===== config.mk =====
export PLATFORM = sky130hd
export DESIGN_NAME = pwm_timer_top
export DESIGN_NICKNAME = d
export VERILOG_FILES = /design/src/rtl/pwm_pkg.sv /design/src/rtl/pwm_tick_sel.sv /design/src/rtl/pwm_cmp_regs.sv /design/src/rtl/pwm_core.sv /design/src/rtl/pwm_timer_top.sv
export SDC_FILE = /design/constraint.sdc
export NUM_CORES = 1
export LEC_CHECK = 0
export ABC_AREA = 1
export BUFFER_PORTS_ARGS = -buffer_cell sky130_fd_sc_hd__clkbuf_2
export CAP_MARGIN = 20
export CORE_ASPECT_RATIO = 0.75
export CORE_UTILIZATION = 55
export CTS_BUF_LIST = sky130_fd_sc_hd__clkbuf_16
export CTS_CLUSTER_DIAMETER = 120
export CTS_CLUSTER_SIZE = 28
export DETAILED_ROUTE_END_ITERATION = 10
export PLACE_DENSITY = 0.77
export SYNTH_ARGS = -nofsm -noshare
export SYNTH_HDL_FRONTEND = slang
export SYNTH_SLANG_ARGS = --single-unit

===== constraint.sdc =====
create_clock -name clk -period 6.5 [get_ports clk]
set_input_delay 0.325 -clock clk [delete_from_list [all_inputs] [get_ports clk]]
set_output_delay 0.325 -clock clk [all_outputs]
set_load 0.01 [all_outputs]

===== src/rtl/pwm_pkg.sv =====
package pwm_pkg;

    typedef enum logic [1:0] {
        SRC_EXT   = 2'b00,
        SRC_DIV1  = 2'b01,
        SRC_DIV4  = 2'b10,
        SRC_DIV16 = 2'b11
    } src_sel_e;

    typedef enum logic [1:0] {
        PER_FULL_A = 2'b00,
        PER_QUART  = 2'b01,
        PER_HALF   = 2'b10,
        PER_FULL_B = 2'b11
    } per_mode_e;

    // Control word layout, most significant field first
    typedef struct packed {
        per_mode_e mode;     // [6:5]
        src_sel_e  src;      // [4:3]
        logic      tog_en;   // [2]
        logic      buf_en;   // [1]
        logic      run;      // [0]
    } ctrl_t;

    localparam int CTRL_W = $bits(ctrl_t);

endpackage


===== src/rtl/pwm_tick_sel.sv =====
module pwm_tick_sel
    import pwm_pkg::*;
#(
    parameter int SYNC_STAGES = 2
) (
    input  logic     clk,
    input  logic     rst_n,
    input  logic     ext_in,
    input  logic     tick_div1,
    input  logic     tick_div4,
    input  logic     tick_div16,
    input  src_sel_e src,
    output logic     tick
);

    logic [SYNC_STAGES-1:0] sync_q;
    logic                   prev_q;
    logic                   ext_tick_q;

    generate
        if (SYNC_STAGES == 1) begin : g_sync_one
            always_ff @(posedge clk or negedge rst_n) begin
                if (!rst_n) sync_q <= '0;
                else        sync_q <= ext_in;
            end
        end else begin : g_sync_chain
            always_ff @(posedge clk or negedge rst_n) begin
                if (!rst_n) sync_q <= '0;
                else        sync_q <= {sync_q[SYNC_STAGES-2:0], ext_in};
            end
        end
    endgenerate

    always_ff @(posedge clk or negedge rst_n) begin
        if (!rst_n) begin
            prev_q     <= 1'b0;
            ext_tick_q <= 1'b0;
        end else begin
            prev_q     <= sync_q[SYNC_STAGES-1];
            ext_tick_q <= sync_q[SYNC_STAGES-1] & ~prev_q;
        end
    end

    always_comb begin
        unique case (src)
            SRC_EXT:   tick = ext_tick_q;
            SRC_DIV1:  tick = tick_div1;
            SRC_DIV4:  tick = tick_div4;
            SRC_DIV16: tick = tick_div16;
            default:   tick = 1'b0;
        endcase
    end

endmodule


===== src/rtl/pwm_cmp_regs.sv =====
module pwm_cmp_regs
    import pwm_pkg::*;
#(
    parameter int CNT_W = 8
) (
    input  logic             clk,
    input  logic             rst_n,
    input  logic             wr_en,
    input  logic             wr_sel,
    input  logic [CNT_W-1:0] wr_data,
    input  logic             wrap,
    output ctrl_t            ctrl,
    output logic [CNT_W-1:0] cmp_q,
    output logic [CNT_W-1:0] hold_q
);

    logic wr_ctrl;
    logic wr_cmp;

    assign wr_ctrl = wr_en & ~wr_sel;
    assign wr_cmp  = wr_en &  wr_sel;

    always_ff @(posedge clk or negedge rst_n) begin
        if (!rst_n) ctrl <= '0;
        else if (wr_ctrl) ctrl <= ctrl_t'(wr_data[CTRL_W-1:0]);
    end

    // Holding register follows every compare write in both modes
    always_ff @(posedge clk or negedge rst_n) begin
        if (!rst_n) hold_q <= '0;
        else if (wr_cmp) hold_q <= wr_data;
    end

    always_ff @(posedge clk or negedge rst_n) begin
        if (!rst_n) begin
            cmp_q <= '0;
        end else if (ctrl.buf_en) begin
            if (wrap) cmp_q <= hold_q;
        end else if (wr_cmp) begin
            cmp_q <= wr_data;
        end
    end

endmodule


===== src/rtl/pwm_core.sv =====
module pwm_core
    import pwm_pkg::*;
#(
    parameter int CNT_W = 8
) (
    input  logic             clk,
    input  logic             rst_n,
    input  logic             tick,
    input  logic             run,
    input  logic             tog_en,
    input  per_mode_e        mode,
    input  logic [CNT_W-1:0] cmp,
    output logic [CNT_W-1:0] cnt_q,
    output logic             wrap,
    output logic             pwm_q,
    output logic             irq_q,
    output logic             cfg_err
);

    localparam logic [CNT_W-1:0] ALL_ONES = '1;

    logic [CNT_W-1:0] last;
    logic [CNT_W-1:0] cnt_next;
    logic             step;
    logic             match;
    logic             flip;

    always_comb begin
        unique case (mode)
            PER_QUART: last = ALL_ONES >> 2;
            PER_HALF:  last = ALL_ONES >> 1;
            default:   last = ALL_ONES;
        endcase
    end

    always_comb begin
        step     = tick & run;
        wrap     = step & (cnt_q >= last);
        cnt_next = wrap ? '0 : cnt_q + CNT_W'(1);
        match    = step & (cnt_next == cmp);
        flip     = tog_en & (match | wrap);
        cfg_err  = run & ((cmp == '0) | (cmp > last));
    end

    always_ff @(posedge clk or negedge rst_n) begin
        if (!rst_n)    cnt_q <= '0;
        else if (!run) cnt_q <= '0;
        else if (step) cnt_q <= cnt_next;
    end

    always_ff @(posedge clk or negedge rst_n) begin
        if (!rst_n) begin
            pwm_q <= 1'b0;
            irq_q <= 1'b0;
        end else begin
            irq_q <= wrap;
            if (flip) pwm_q <= ~pwm_q;
        end
    end

endmodule


===== src/rtl/pwm_timer_top.sv =====
module pwm_timer_top
    import pwm_pkg::*;
#(
    parameter int CNT_W       = 8,
    parameter int SYNC_STAGES = 2
) (
    input  logic             clk,
    input  logic             rst_n,
    input  logic             wr_en,
    input  logic             wr_sel,
    input  logic [CNT_W-1:0] wr_data,
    input  logic             ext_in,
    input  logic             tick_div1,
    input  logic             tick_div4,
    input  logic             tick_div16,
    output logic             pwm_out,
    output logic             irq,
    output logic             cfg_err
);

    ctrl_t            ctrl;
    logic [CNT_W-1:0] cmp_q;
    logic [CNT_W-1:0] hold_q;
    logic [CNT_W-1:0] cnt_q;
    logic             wrap;
    logic             tick;
    logic             run_q;
    logic             tog_q;
    logic             bufen_q;

    assign run_q   = ctrl.run;
    assign tog_q   = ctrl.tog_en;
    assign bufen_q = ctrl.buf_en;

    pwm_cmp_regs #(.CNT_W(CNT_W)) u_regs (
        .clk     (clk),
        .rst_n   (rst_n),
        .wr_en   (wr_en),
        .wr_sel  (wr_sel),
        .wr_data (wr_data),
        .wrap    (wrap),
        .ctrl    (ctrl),
        .cmp_q   (cmp_q),
        .hold_q  (hold_q)
    );

    pwm_tick_sel #(.SYNC_STAGES(SYNC_STAGES)) u_tick (
        .clk        (clk),
        .rst_n      (rst_n),
        .ext_in     (ext_in),
        .tick_div1  (tick_div1),
        .tick_div4  (tick_div4),
        .tick_div16 (tick_div16),
        .src        (ctrl.src),
        .tick       (tick)
    );

    pwm_core #(.CNT_W(CNT_W)) u_core (
        .clk     (clk),
        .rst_n   (rst_n),
        .tick    (tick),
        .run     (run_q),
        .tog_en  (tog_q),
        .mode    (ctrl.mode),
        .cmp     (cmp_q),
        .cnt_q   (cnt_q),
        .wrap    (wrap),
        .pwm_q   (pwm_out),
        .irq_q   (irq),
        .cfg_err (cfg_err)
    );

endmodule


==> out/summary.log, run 1 <==
qor: route.vias_per_cell 5.41
qor: global_routing.number_of_antenna_violations_at_the_first_check_in_global_routing 0
qor: sta.hold_viol_final 0
qor: yosys.synthesis.area 1970 um^2
qor: route.drtIter0Drc 172
qor: run_status.status completed
qor: min_path.hold_class in -> reg
qor: yosys.yosysUniqueCellTypes 27
qor: cells_and_area.flow.area_growth_from_synthesis 12.8%
qor: cells_and_area.post_layout_nonfiller_instances 312
qor: floorplan.core_area 3360 um^2
qor: setup_path.crit_fanout 16
qor: setup_path.worst_ep_required_time 6.69 ns
qor: placement.place.gp.congestion 0.908
qor: cts.cts_setup_buffers 0
qor: route.post_drt_wl_per_cell 12.9 um
qor: route.drt_drc_violations_left 0
qor: global_routing.grt_first_pass_wirelength 6570 um
qor: sta.clock_skew 0.00826 ns
qor: sta.max_slew_headroom_at_the_worst_pin 40.0%
qor: cts.clock_path_buffers 2
qor: sta.final_min_period_over_clock_period 38.6%
qor: global_routing.grt_start_max_net_pins 38
qor: yosys.synth_enable_flop_cells 0
qor: placement.place_hpwl 2910 um
qor: yosys.sequential_area_share_after_synthesis 47.0%
qor: cts.path_clk_slew 0.06 ns
qor: yosys.postSynth.asyncResetShare 100%
qor: cts.h-tree-depth 2
qor: sta.fmax 0.399 GHz
qor: setup_path.endpoint_kind register
qor: placement.dpl_worst_slack 4.04 ns
qor: cts.postCtsResizedCells 0
qor: cts.clock-root-buffer clkbuf_16
qor: floorplan.io_pins 19
qor: yosys.synth_top_flop_cell dfrtp_1
qor: cts.cts_tree done
qor: sta.tightestPinTransition 0.901 ns
qor: cts.cts_num_sinks 37
qor: yosys.synth_register_bits 37
qor: yosys.netlist.top_cell.by_area dfrtp_1
qor: cells_and_area.nets 293
qor: setup_path.cp_slowest_cell o21ai_1
qor: global_routing.grt.overflow.total 0
qor: pwr.peakVddDrop 0.211 mV
qor: global_routing.via_count_of_the_first_global_routing_pass 1417
qor: floorplan.std_cell_rows 18
qor: pwr.cellPowerDensity 284 nW/um^2
qor: pwr.leakage 0.00115 uW
qor: route.detailedRoute.firstPassIterationCount 5
qor: setup_path.critical_path.cell_chain ha_1 -> inv_1 -> ha_1 -> nand2_1 -> nor2_1 -> nand3_1 -> nand2_2 -> nand2_4 -> inv_1 -> nand2_1 -> o21ai_1 -> nand2_1 -> o21ai_0
qor: sta.final-max-slew-violation-count 0
qor: route.wl_final 4020 um
qor: sta.totalNegativeSetupSlack 0 ns
qor: setup_path.criticalPathCategory reg -> reg
qor: floorplan.die-area 3830 um^2
qor: cts.cts_hold_buf 0
qor: route.via_count 1688
qor: setup_path.critical_path.max_stage_delay 0.49 ns
qor: cts.cts-buffers-inserted 5
qor: yosys.ys.warnings.count 0
qor: setup_path.worst_ep_arrival_time 2.70 ns
qor: cells_and_area.diodes 0
qor: setup_path.startpoint_kind_of_the_worst_setup_timing_path register
qor: cells_and_area.post_route_cells_drive_above_1_share 14.3%
qor: yosys.synthesis.area_per_instance 7.82 um^2
qor: setup_path.r2r_start u_regs.ctrl[5]
qor: yosys.synth_cells 252
qor: sta.setup_viol 0
qor: sta.final_critical_path_setup_slack 3.99 ns
qor: min_path.holdCritStartpoint ext_in
qor: yosys.yosys-top-cells-area dfrtp_1 47%, nand2_1 14%, o21ai_0 9.1%, inv_1 7.4%, ha_1 3.8%
qor: yosys.syn_nets 274
qor: sta.min_cycle_time_layout 2.51 ns
qor: floorplan.floorplan.initialDensity 58.7%
qor: floorplan.chipHeight 53.8 um
qor: placement.numPlacedInstances 304
qor: yosys.synthTopCellsByCount 71 x nand2_1, 39 x inv_1, 37 x dfrtp_1
qor: setup_path.critical_path.startpoint u_regs.ctrl[5]
qor: job.drv_cap 0
qor: cts.clock_insertion_delay_worst_skew 0.28 ns
qor: yosys.synthMostInstantiatedCell nand2_1
qor: route.ant_nets 0
qor: floorplan.die_w 71.1 um
qor: yosys.synth_top_area_share 47.0%
qor: placement.port_buffers 18
qor: sta.unrepaired_setup_endpoints_after_global_routing no
qor: global_routing.grtUsageTotal 23.0%
qor: setup_path.critical_path.most_common_cell nand2_1
[critical path: cells and delay by family (launching register included)]
family	cells	cell delay [ns]
simple gates	7	0.65
compound gates	2	0.61
fa+ha+maj	2	0.58
flops	1	0.40
buf+inv	2	0.17
[area by class of cell]
type | count | area [um^2]
sequential | 37 | 926
fill | 273 | 1130
timing repair buffer | 18 | 90.1
tap | 40 | 50.0
inverter | 39 | 146
multi-input combinational | 170 | 863
clock inverter | 3 | 22.5
clock buffer | 5 | 125
[metal layers]
layer / up-vias / GRT usage (%) / part of all wire (%)
met3: 5 / 5.81 / 6.4
met5: - / 0 / 0
met1: 776 / 33.1 / 48
met4: 0 / 7.67 / 0.77
li1: 849 / - / -
met2: 58 / 34.5 / 45
[cell families after synthesis]
group / synth area share (%)
AO/OA/AOI/OAI: 13.2
XOR/XNOR: 0.445
adder cells (fa/ha/maj): 3.81
buffers and inverters: 9.21
flip-flops: 47.0
AND/OR/NAND/NOR: 26.3
[flip-flops by register name (all words and copies together) (netlist names)]
| name | cells |
|---|---|
| u_core.cnt_q | 8 |
| u_regs.cmp_q | 8 |
| u_regs.hold_q | 8 |
| u_regs.ctrl | 7 |
| u_tick.sync_q | 2 |
| u_core.irq_q | 1 |
| u_core.pwm_q | 1 |
| u_tick.ext_tick_q | 1 |
| u_tick.prev_q | 1 |
[power breakdown]
| part | switching [uW] | internal [uW] | total [uW] |
|---|---|---|---|
| Combinational | 70.8 | 39.8 | 111 |
| Clock | 93.1 | 142 | 235 |
| Sequential | 26.1 | 259 | 285 |
| Total | 190 | 441 | 631 |
[final timing paths]
check / to / cells past startpoint / slack, ns
setup / recovery: u_regs.cmp_q[3] / 13 / 3.99
hold / removal: u_tick.sync_q[0] / 1 / 0.15
setup reg to reg: u_regs.cmp_q[3] / 13 / 3.99
hold reg to reg: u_tick.sync_q[1] / 0 / 0.35
max in group asynchronous: u_core.cnt_q[4] / 1 / 5.77
min in group asynchronous: u_regs.ctrl[0] / 1 / 0.17
[metrics by stage]
stage	total power [uW]	instance area [um^2]	util, %	hold WS, ns
6_report	631	2220	66.3	0.154
4_1_cts	634	2220	66.3	0.151
5_1_grt	664	2220	66.3	0.145
3_3_place_gp	393	2080	61.9	0.332
2_1_floorplan	360	1970	-	0.0294
3_5_place_dp	397	2080	61.9	0.336
[cell usage in the layout (no fill, tap or decap), drive strengths merged]
cell | synthesis | final
nand2 | 77 | 77
inv | 39 | 39
o21ai | 38 | 38
dfrtp | 37 | 37
clkbuf | 3 | 23
nand3 | 19 | 19
nor2 | 13 | 13
ha | 6 | 6
o22ai | 4 | 4
nor4 | 3 | 3
clkinv | 0 | 3
nor3 | 2 | 2
a21oi | 2 | 2
a221oi | 1 | 1
xor2 | 1 | 1
o32ai | 1 | 1
a31oi | 1 | 1
nand3b | 1 | 1
o21bai | 1 | 1
(Power assumes the default switching activity.)
==> inputs of run 2 (changes only) <==
--- a/config.mk
+++ b/config.mk
@@ -5,11 +5,11 @@
 export SDC_FILE = /design/constraint.sdc
 export NUM_CORES = 1
 export LEC_CHECK = 0
-export ABC_AREA = 1
+export ABC_AREA = 0
 export BUFFER_PORTS_ARGS = -buffer_cell sky130_fd_sc_hd__clkbuf_2
 export CAP_MARGIN = 20
 export CORE_ASPECT_RATIO = 0.75
-export CORE_UTILIZATION = 55
+export CORE_UTILIZATION = 53
 export CTS_BUF_LIST = sky130_fd_sc_hd__clkbuf_16
 export CTS_CLUSTER_DIAMETER = 120
 export CTS_CLUSTER_SIZE = 28
==> constraint.sdc (replaced) <==
create_clock -name clk -period 2.11 [get_ports clk]
set_input_delay 0.1055 -clock clk [delete_from_list [all_inputs] [get_ports clk]]
set_output_delay 0.1055 -clock clk [all_outputs]
set_load 0.01 [all_outputs]
==> run 2 against run 1 <==
Effect of this change:
- die area grew 5.5%
- synthesized area grew 1.8%
- non-clock buffer count grew 8
- combinational power grew to 4.3 times the previous value
- wire length grew 8.4%
- register-to-register slack lost 3.9 ns
- sequential power grew to 3.3 times the previous value
- critical path depth shrank 4
- synthesized cell count shrank 25%
==> out/summary.log, run 2 <==
qor: route.drtIter0Drc 124
qor: yosys.synth_cells 189
qor: floorplan.std_cell_rows 18
qor: pwr.peakVddDrop 0.757 mV
qor: pwr.leakage 0.00103 uW
qor: sta.final_critical_path_setup_slack 0.115 ns
qor: global_routing.grt.overflow.total 0
qor: placement.instance_area_at_placement 2140 um^2
qor: setup_path.worst_ep_required_time 2.32 ns
qor: yosys.yosysUniqueCellTypes 46
qor: route.drt_drc_violations_left 0
qor: cells_and_area.post_route_cells_drive_above_1_share 27.1%
qor: sta.clock_skew 0.00790 ns
qor: cts.path_clk_slew 0.06 ns
qor: cells_and_area.biggestRegsByFlops u_core.cnt_q x8, u_regs.cmp_q x8, u_regs.hold_q x8
qor: yosys.sequential_area_share_after_synthesis 46.1%
qor: run_status.status completed
qor: cells_and_area.flow.area_growth_from_synthesis 16.5%
qor: cells_and_area.final_cell_mix 37 x dfrtp_1, 21 x nand2_1, 18 x clkbuf_2, 16 x mux2_2, 11 x o21ai_1
qor: sta.final_min_period_over_clock_period 94.6%
qor: cts.clock_insertion_delay_worst_skew 0.29 ns
qor: yosys.ys.warnings.count 0
qor: setup_path.rrSetupSlack 0.11 ns
qor: placement.dpl_worst_slack 0.0191 ns
qor: min_path.hold_end u_regs.hold_q[4]
qor: cells_and_area.post_layout_nonfiller_instances 264
qor: setup_path.cp_slowest_cell or3_4
qor: global_routing.grt_first_pass_wirelength 7400 um
qor: cts.clock-root-buffer clkbuf_16
qor: route.via_count 1533
qor: setup_path.startpoint_kind_of_the_worst_setup_timing_path register
qor: min_path.holdCritStartpoint wr_data[4]
qor: placement.numPlacedInstances 252
qor: sta.hold_viol_final 0
qor: cts.h-tree-depth 2
qor: yosys.syn_nets 211
qor: yosys.synth_enable_flop_cells 0
qor: cts.clock_path_buffers 2
qor: global_routing.via_count_of_the_first_global_routing_pass 1563
qor: cells_and_area.diodes 0
qor: route.wl_final 4350 um
qor: setup_path.criticalPathCategory reg -> reg
qor: global_routing.grtUsageTotal 24.4%
qor: pwr.cellPowerDensity 922 nW/um^2
qor: yosys.postSynth.asyncResetShare 100%
qor: setup_path.endpoint_kind register
qor: sta.setup_viol 0
qor: route.vias_per_cell 5.81
qor: cells_and_area.final_area 2340 um^2
qor: placement.place_hpwl 3040 um
qor: cts.cts_tree done
qor: floorplan.die_w 73.1 um
qor: setup_path.critical_path.max_stage_delay 0.42 ns
qor: cts.cts_num_sinks 37
qor: yosys.synth_top_flop_cell dfrtp_1
qor: global_routing.grt_start_max_net_pins 38
qor: yosys.synth_top_area_share 46.1%
qor: setup_path.critical_path.cell_chain inv_1 -> ha_1 -> inv_1 -> ha_1 -> or3_4 -> a31oi_4 -> buf_12 -> nand2_1 -> o21ai_1
qor: yosys.synthTopCellsByCount 37 x dfrtp_1, 21 x nand2_1, 16 x mux2_2
qor: floorplan.core_area 3450 um^2
qor: yosys.netlist.top_cell.by_area dfrtp_1
qor: placement.place.gp.congestion 0.862
qor: job.drv_cap 0
qor: route.detailedRoute.firstPassIterationCount 4
qor: global_routing.number_of_antenna_violations_at_the_first_check_in_global_routing 0
qor: cts.cts-buffers-inserted 5
qor: yosys.synthMostInstantiatedCell dfrtp_1
qor: setup_path.crit_fanout 15
qor: sta.fmax 0.501 GHz
qor: min_path.hold_class in -> reg
qor: yosys.synth_register_bits 37
qor: setup_path.r2r-end u_regs.cmp_q[5]
qor: floorplan.chipHeight 55.3 um
qor: floorplan.io_pins 19
qor: sta.tightestPinTransition 0.894 ns
qor: floorplan.die-area 4040 um^2
qor: sta.min_cycle_time_layout 2.00 ns
qor: setup_path.r2r.worst_path.cells 9
qor: yosys.synthesis.area_per_instance 10.6 um^2
qor: placement.port_buffers 18
qor: floorplan.floorplan.initialDensity 58.2%
qor: min_path.worst_hold_path.num_cells 2
qor: yosys.yosys-top-cells-area dfrtp_1 46%, mux2_2 9.0%, mux2i_1 4.5%, nand2_1 3.9%, ha_1 3.7%
qor: cells_and_area.nets 235
qor: sta.final-max-slew-violation-count 0
qor: cells_and_area.final_common_cell dfrtp_1
qor: setup_path.r2r_start u_regs.ctrl[6]
qor: setup_path.worst_ep_arrival_time 2.21 ns
qor: route.ant_nets 0
qor: yosys.synthesis.area 2010 um^2
qor: sta.max_slew_headroom_at_the_worst_pin 40.4%
qor: route.post_drt_wl_per_cell 16.5 um
## run 2: cell types whose count changed after synthesis, moves of 9 or more
cell / previous run / this run
nand2_1: 71 / 21
o21ai_1: 2 / 11
nand3_1: 15 / 3
o21ai_0: 36 / 9
mux2_2: 0 / 16
inv_1: 39 / 4
mux2i_1: 0 / 9
## run 2: routing by layer
layer  part of all wire [%]  global-route usage, %  routed length, um
met4                    1.2                   11.2                 51
met3                    6.3                   5.29                275
met1                     46                   34.3               2020
met5                      0                      0                  0
met2                     46                   35.7               2010
## run 2: what timing repair did
| item | 4_1_cts | 5_1_grt |
|---|---|---|
| buffers inserted | 1 | 1 |
| setup endpoints to repair | 1 | 4 |
| pin swaps | 1 | 1 |
| hold buffers | 2 | 0 |
| hold endpoints to repair | 38 | 0 |
| resized for setup | 0 | 2 |
## run 2: kinds of logic after synthesis
group	Yosys count	synth area share, %
flops	37	46.1
mux	26	14.2
xor+xnor	10	4.36
fa+ha+maj	6	3.74
simple gates	59	15.3
compound gates	38	12.8
buf+inv	13	3.43
## run 2: layout make-up
type,instances,area [um^2]
clock buffer,5,125
sequential,37,926
fill,251,1110
inverter,4,15.0
multi-input combinational,139,1020
clock inverter,3,21.3
tap,50,62.6
timing repair buffer,26,168
## run 2: worst max-delay path, delay by kind of cell, from the launching register on
kind,cells,cell delay (ns)
compound gates,2,0.30
fa+ha+maj,2,0.49
simple gates,2,0.48
buf+inv,3,0.29
flops,1,0.35
## run 2: worst max path at each step
stage | from | to | cells after the start
6_report | u_regs.ctrl[6] | u_regs.cmp_q[5] | 9
5_1_grt | u_core.cnt_q[0] | u_core.cnt_q[6] | 7
4_1_cts | u_core.cnt_q[0] | u_core.pwm_q | 7
3_5_place_dp | u_regs.ctrl[6] | u_regs.cmp_q[0] | 8
3_3_place_gp | u_core.cnt_q[0] | u_regs.cmp_q[1] | 6
2_1_floorplan | u_regs.ctrl[5] | u_regs.cmp_q[5] | 8
## run 2: stage by stage
stage | setup TNS, ns | util (%) | power [uW] | hold WS (ns)
6_report | 0 | 67.8 | 2160 | 0.0802
5_1_grt | -0.00915 | 67.8 | 2260 | 0.0891
3_3_place_gp | 0 | 62.0 | 1370 | 0.217
2_1_floorplan | 0 | - | 1260 | -0.190
3_5_place_dp | 0 | 62.0 | 1410 | 0.219
4_1_cts | 0 | 67.4 | 2150 | 0.0803
## run 2: power by group
| part | switching [uW] | internal [uW] |
|---|---|---|
| clock network | 295 | 439 |
| registers | 126 | 817 |
| logic | 242 | 236 |
==> inputs of run 3 (changes only) <==
--- a/config.mk
+++ b/config.mk
@@ -6,7 +6,7 @@
 export NUM_CORES = 1
 export LEC_CHECK = 0
 export ABC_AREA = 0
-export BUFFER_PORTS_ARGS = -buffer_cell sky130_fd_sc_hd__clkbuf_2
+export BUFFER_PORTS_ARGS = -buffer_cell sky130_fd_sc_hd__buf_2
 export CAP_MARGIN = 20
 export CORE_ASPECT_RATIO = 0.75
 export CORE_UTILIZATION = 53
==> run 3 against run 2 <==
Effect of this change:
- final cell count unchanged
- register-to-register slack worse by 0.02 ns
- sequential power about the same
- non-clock buffer count unchanged
- worst setup slack worse by 0.024 ns
- global-route usage shrank 1.1 points
- critical path depth decreased by 1
- largest cell class unchanged
==> out/summary.log, run 3 (synthesized netlist as in run 2, its figures left out) <==
qor: cts.clock_path_buffers 2
qor: setup_path.criticalPathCategory reg -> reg
qor: floorplan.die-area 4040 um^2
qor: sta.clock_skew 0.00519 ns
qor: min_path.hold_end u_regs.hold_q[7]
qor: setup_path.endpoint_kind register
qor: sta.tightestPinTransition 0.801 ns
qor: cts.clock_insertion_delay_worst_skew 0.28 ns
qor: route.drt_drc_violations_left 0
qor: sta.unrepaired_setup_endpoints_after_global_routing no
qor: cts.clock-root-buffer clkbuf_16
qor: pwr.cellPowerDensity 910 nW/um^2
qor: route.detailedRoute.firstPassIterationCount 4
qor: global_routing.grt.overflow.total 0
qor: sta.min_cycle_time_layout 2.02 ns
qor: setup_path.startpoint_kind_of_the_worst_setup_timing_path register
qor: setup_path.r2r-end u_regs.cmp_q[0]
qor: cells_and_area.nets 235
qor: global_routing.grt_start_max_net_pins 38
qor: setup_path.worst_ep_required_time 2.31 ns
qor: setup_path.cp_slowest_cell or3_1
qor: cells_and_area.post_route_cells_drive_above_1_share 26.2%
qor: global_routing.number_of_antenna_violations_at_the_first_check_in_global_routing 0
qor: min_path.hold_class in -> reg
qor: setup_path.critical_path_buf_inv_count 2
qor: cells_and_area.layout.area.seq 926 um^2
qor: setup_path.critical_path.max_stage_delay 0.43 ns
qor: setup_path.worst_path_dominant_cell_family adder cells
qor: pwr.leakage 0.00103 uW
qor: cts.cts-buffers-inserted 5
qor: setup_path.r2r_start u_regs.ctrl[5]
qor: setup_path.critical_path.most_common_cell ha_1
qor: sta.final_critical_path_setup_slack 0.0908 ns
qor: placement.place_hpwl 2980 um
qor: cells_and_area.diodes 0
qor: route.wl_final 4180 um
qor: sta.fmax 0.495 GHz
qor: floorplan.chipHeight 55.3 um
qor: placement.place.gp.congestion 0.863
qor: route.drtIter0Drc 112
qor: cells_and_area.multi_input_comb_area 1010 um^2
qor: min_path.holdCritStartpoint wr_data[7]
qor: cts.cts_tree done
qor: sta.setup_viol 0
qor: route.via_count 1509
qor: global_routing.grt_first_pass_wirelength 6940 um
qor: floorplan.floorplan.initialDensity 58.2%
qor: sta.totalNegativeSetupSlack 0 ns
qor: cells_and_area.final_cell_mix 37 x dfrtp_1, 21 x nand2_1, 18 x buf_2, 16 x mux2_2, 11 x o21ai_1
qor: setup_path.critical_path.cell_chain ha_1 -> inv_1 -> ha_1 -> or3_1 -> a31oi_4 -> buf_12 -> nand2_1 -> o21ai_1
qor: job.drv_cap 0
qor: floorplan.io_pins 19
qor: global_routing.via_count_of_the_first_global_routing_pass 1433
qor: cells_and_area.nFillCells 265
qor: sta.hold_viol_final 0
qor: pwr.peakVddDrop 0.592 mV
qor: cts.h-tree-depth 2
qor: global_routing.grtUsageTotal 23.3%
qor: setup_path.worst_ep_arrival_time 2.22 ns
qor: min_path.worst_hold_path.num_cells 2
qor: setup_path.rrSetupSlack 0.09 ns
qor: placement.dpl_worst_slack -0.00870 ns
qor: floorplan.die_w 73.1 um
qor: route.vias_per_cell 5.72
qor: placement.port_buffers 18
qor: route.ant_nets 0
qor: setup_path.crit_fanout 15
qor: sta.max_slew_headroom_at_the_worst_pin 46.6%
qor: pwr.fin_total_pwr 2120 uW
qor: cells_and_area.biggestRegsByFlops u_core.cnt_q x8, u_regs.cmp_q x8, u_regs.hold_q x8
qor: cts.path_clk_slew 0.06 ns
qor: setup_path.r2r.worst_path.cells 8
qor: floorplan.core_area 3450 um^2
qor: route.post_drt_wl_per_cell 15.8 um
qor: cells_and_area.final_common_cell dfrtp_1
qor: floorplan.std_cell_rows 18
qor: cells_and_area.flow.area_growth_from_synthesis 16.0%
qor: run_status.status completed
qor: sta.final-max-slew-violation-count 0
qor: cts.cts_num_sinks 37
qor: sta.final_min_period_over_clock_period 95.7%
run 3: worst max-delay path by stage:
stage                         start         endpoint  slack (ns)  depth (start not counted)
floorplan            u_regs.ctrl[5]  u_regs.cmp_q[5]        0.22                          8
global placement     u_regs.ctrl[5]  u_regs.cmp_q[1]        0.14                          6
detailed placement   u_regs.ctrl[5]  u_regs.cmp_q[0]      -0.009                          7
CTS                  u_regs.ctrl[5]  u_regs.cmp_q[0]       0.009                          7
global route        u_core.cnt_q[0]     u_core.pwm_q        0.01                          7
finish               u_regs.ctrl[5]  u_regs.cmp_q[0]        0.09                          8
run 3: power by group:
part	switching [uW]	internal, uW
registers	124	818
logic	234	235
clock network	276	432
total	633	1480
run 3: what timing repair did:
action                                  in CTS  in global routing
setup buffers                                0                  2
endpoints found under the hold margin       38                  0
pin swaps                                    1                  1
hold buffers                                 2                  0
resized for setup                            0                  1
endpoints found under the setup margin       2                 11
run 3: layout make-up:
cell class / count / area share, %
clock buffers: 5 / 5.37
clock inverters: 3 / 0.752
inverters: 4 / 0.645
multi-input cells: 139 / 43.6
flip-flops and latches: 37 / 39.8
well taps: 50 / 2.69
repair buffers: 26 / 7.20
run 3: per-stage QoR:
step	hold slack [ns]	cell area (um^2)	utilization, %	cells
finish	0.0822	2330	67.6	264
global route	0.0904	2330	67.6	264
CTS	0.0772	2300	66.7	262
detailed placement	0.219	2140	62.0	252
global placement	0.216	2140	62.0	252
floorplan	-0.190	2010	-	189
run 3: routing by layer:
metal  global-route usage, %  vias up  part of all wire (%)
met4                    8.68        0                   2.0
li1                        -      729                     -
met2                    32.8       38                    43
met1                    32.7      732                    49
met3                    8.39       10                   5.5
met5                       0        -                     0
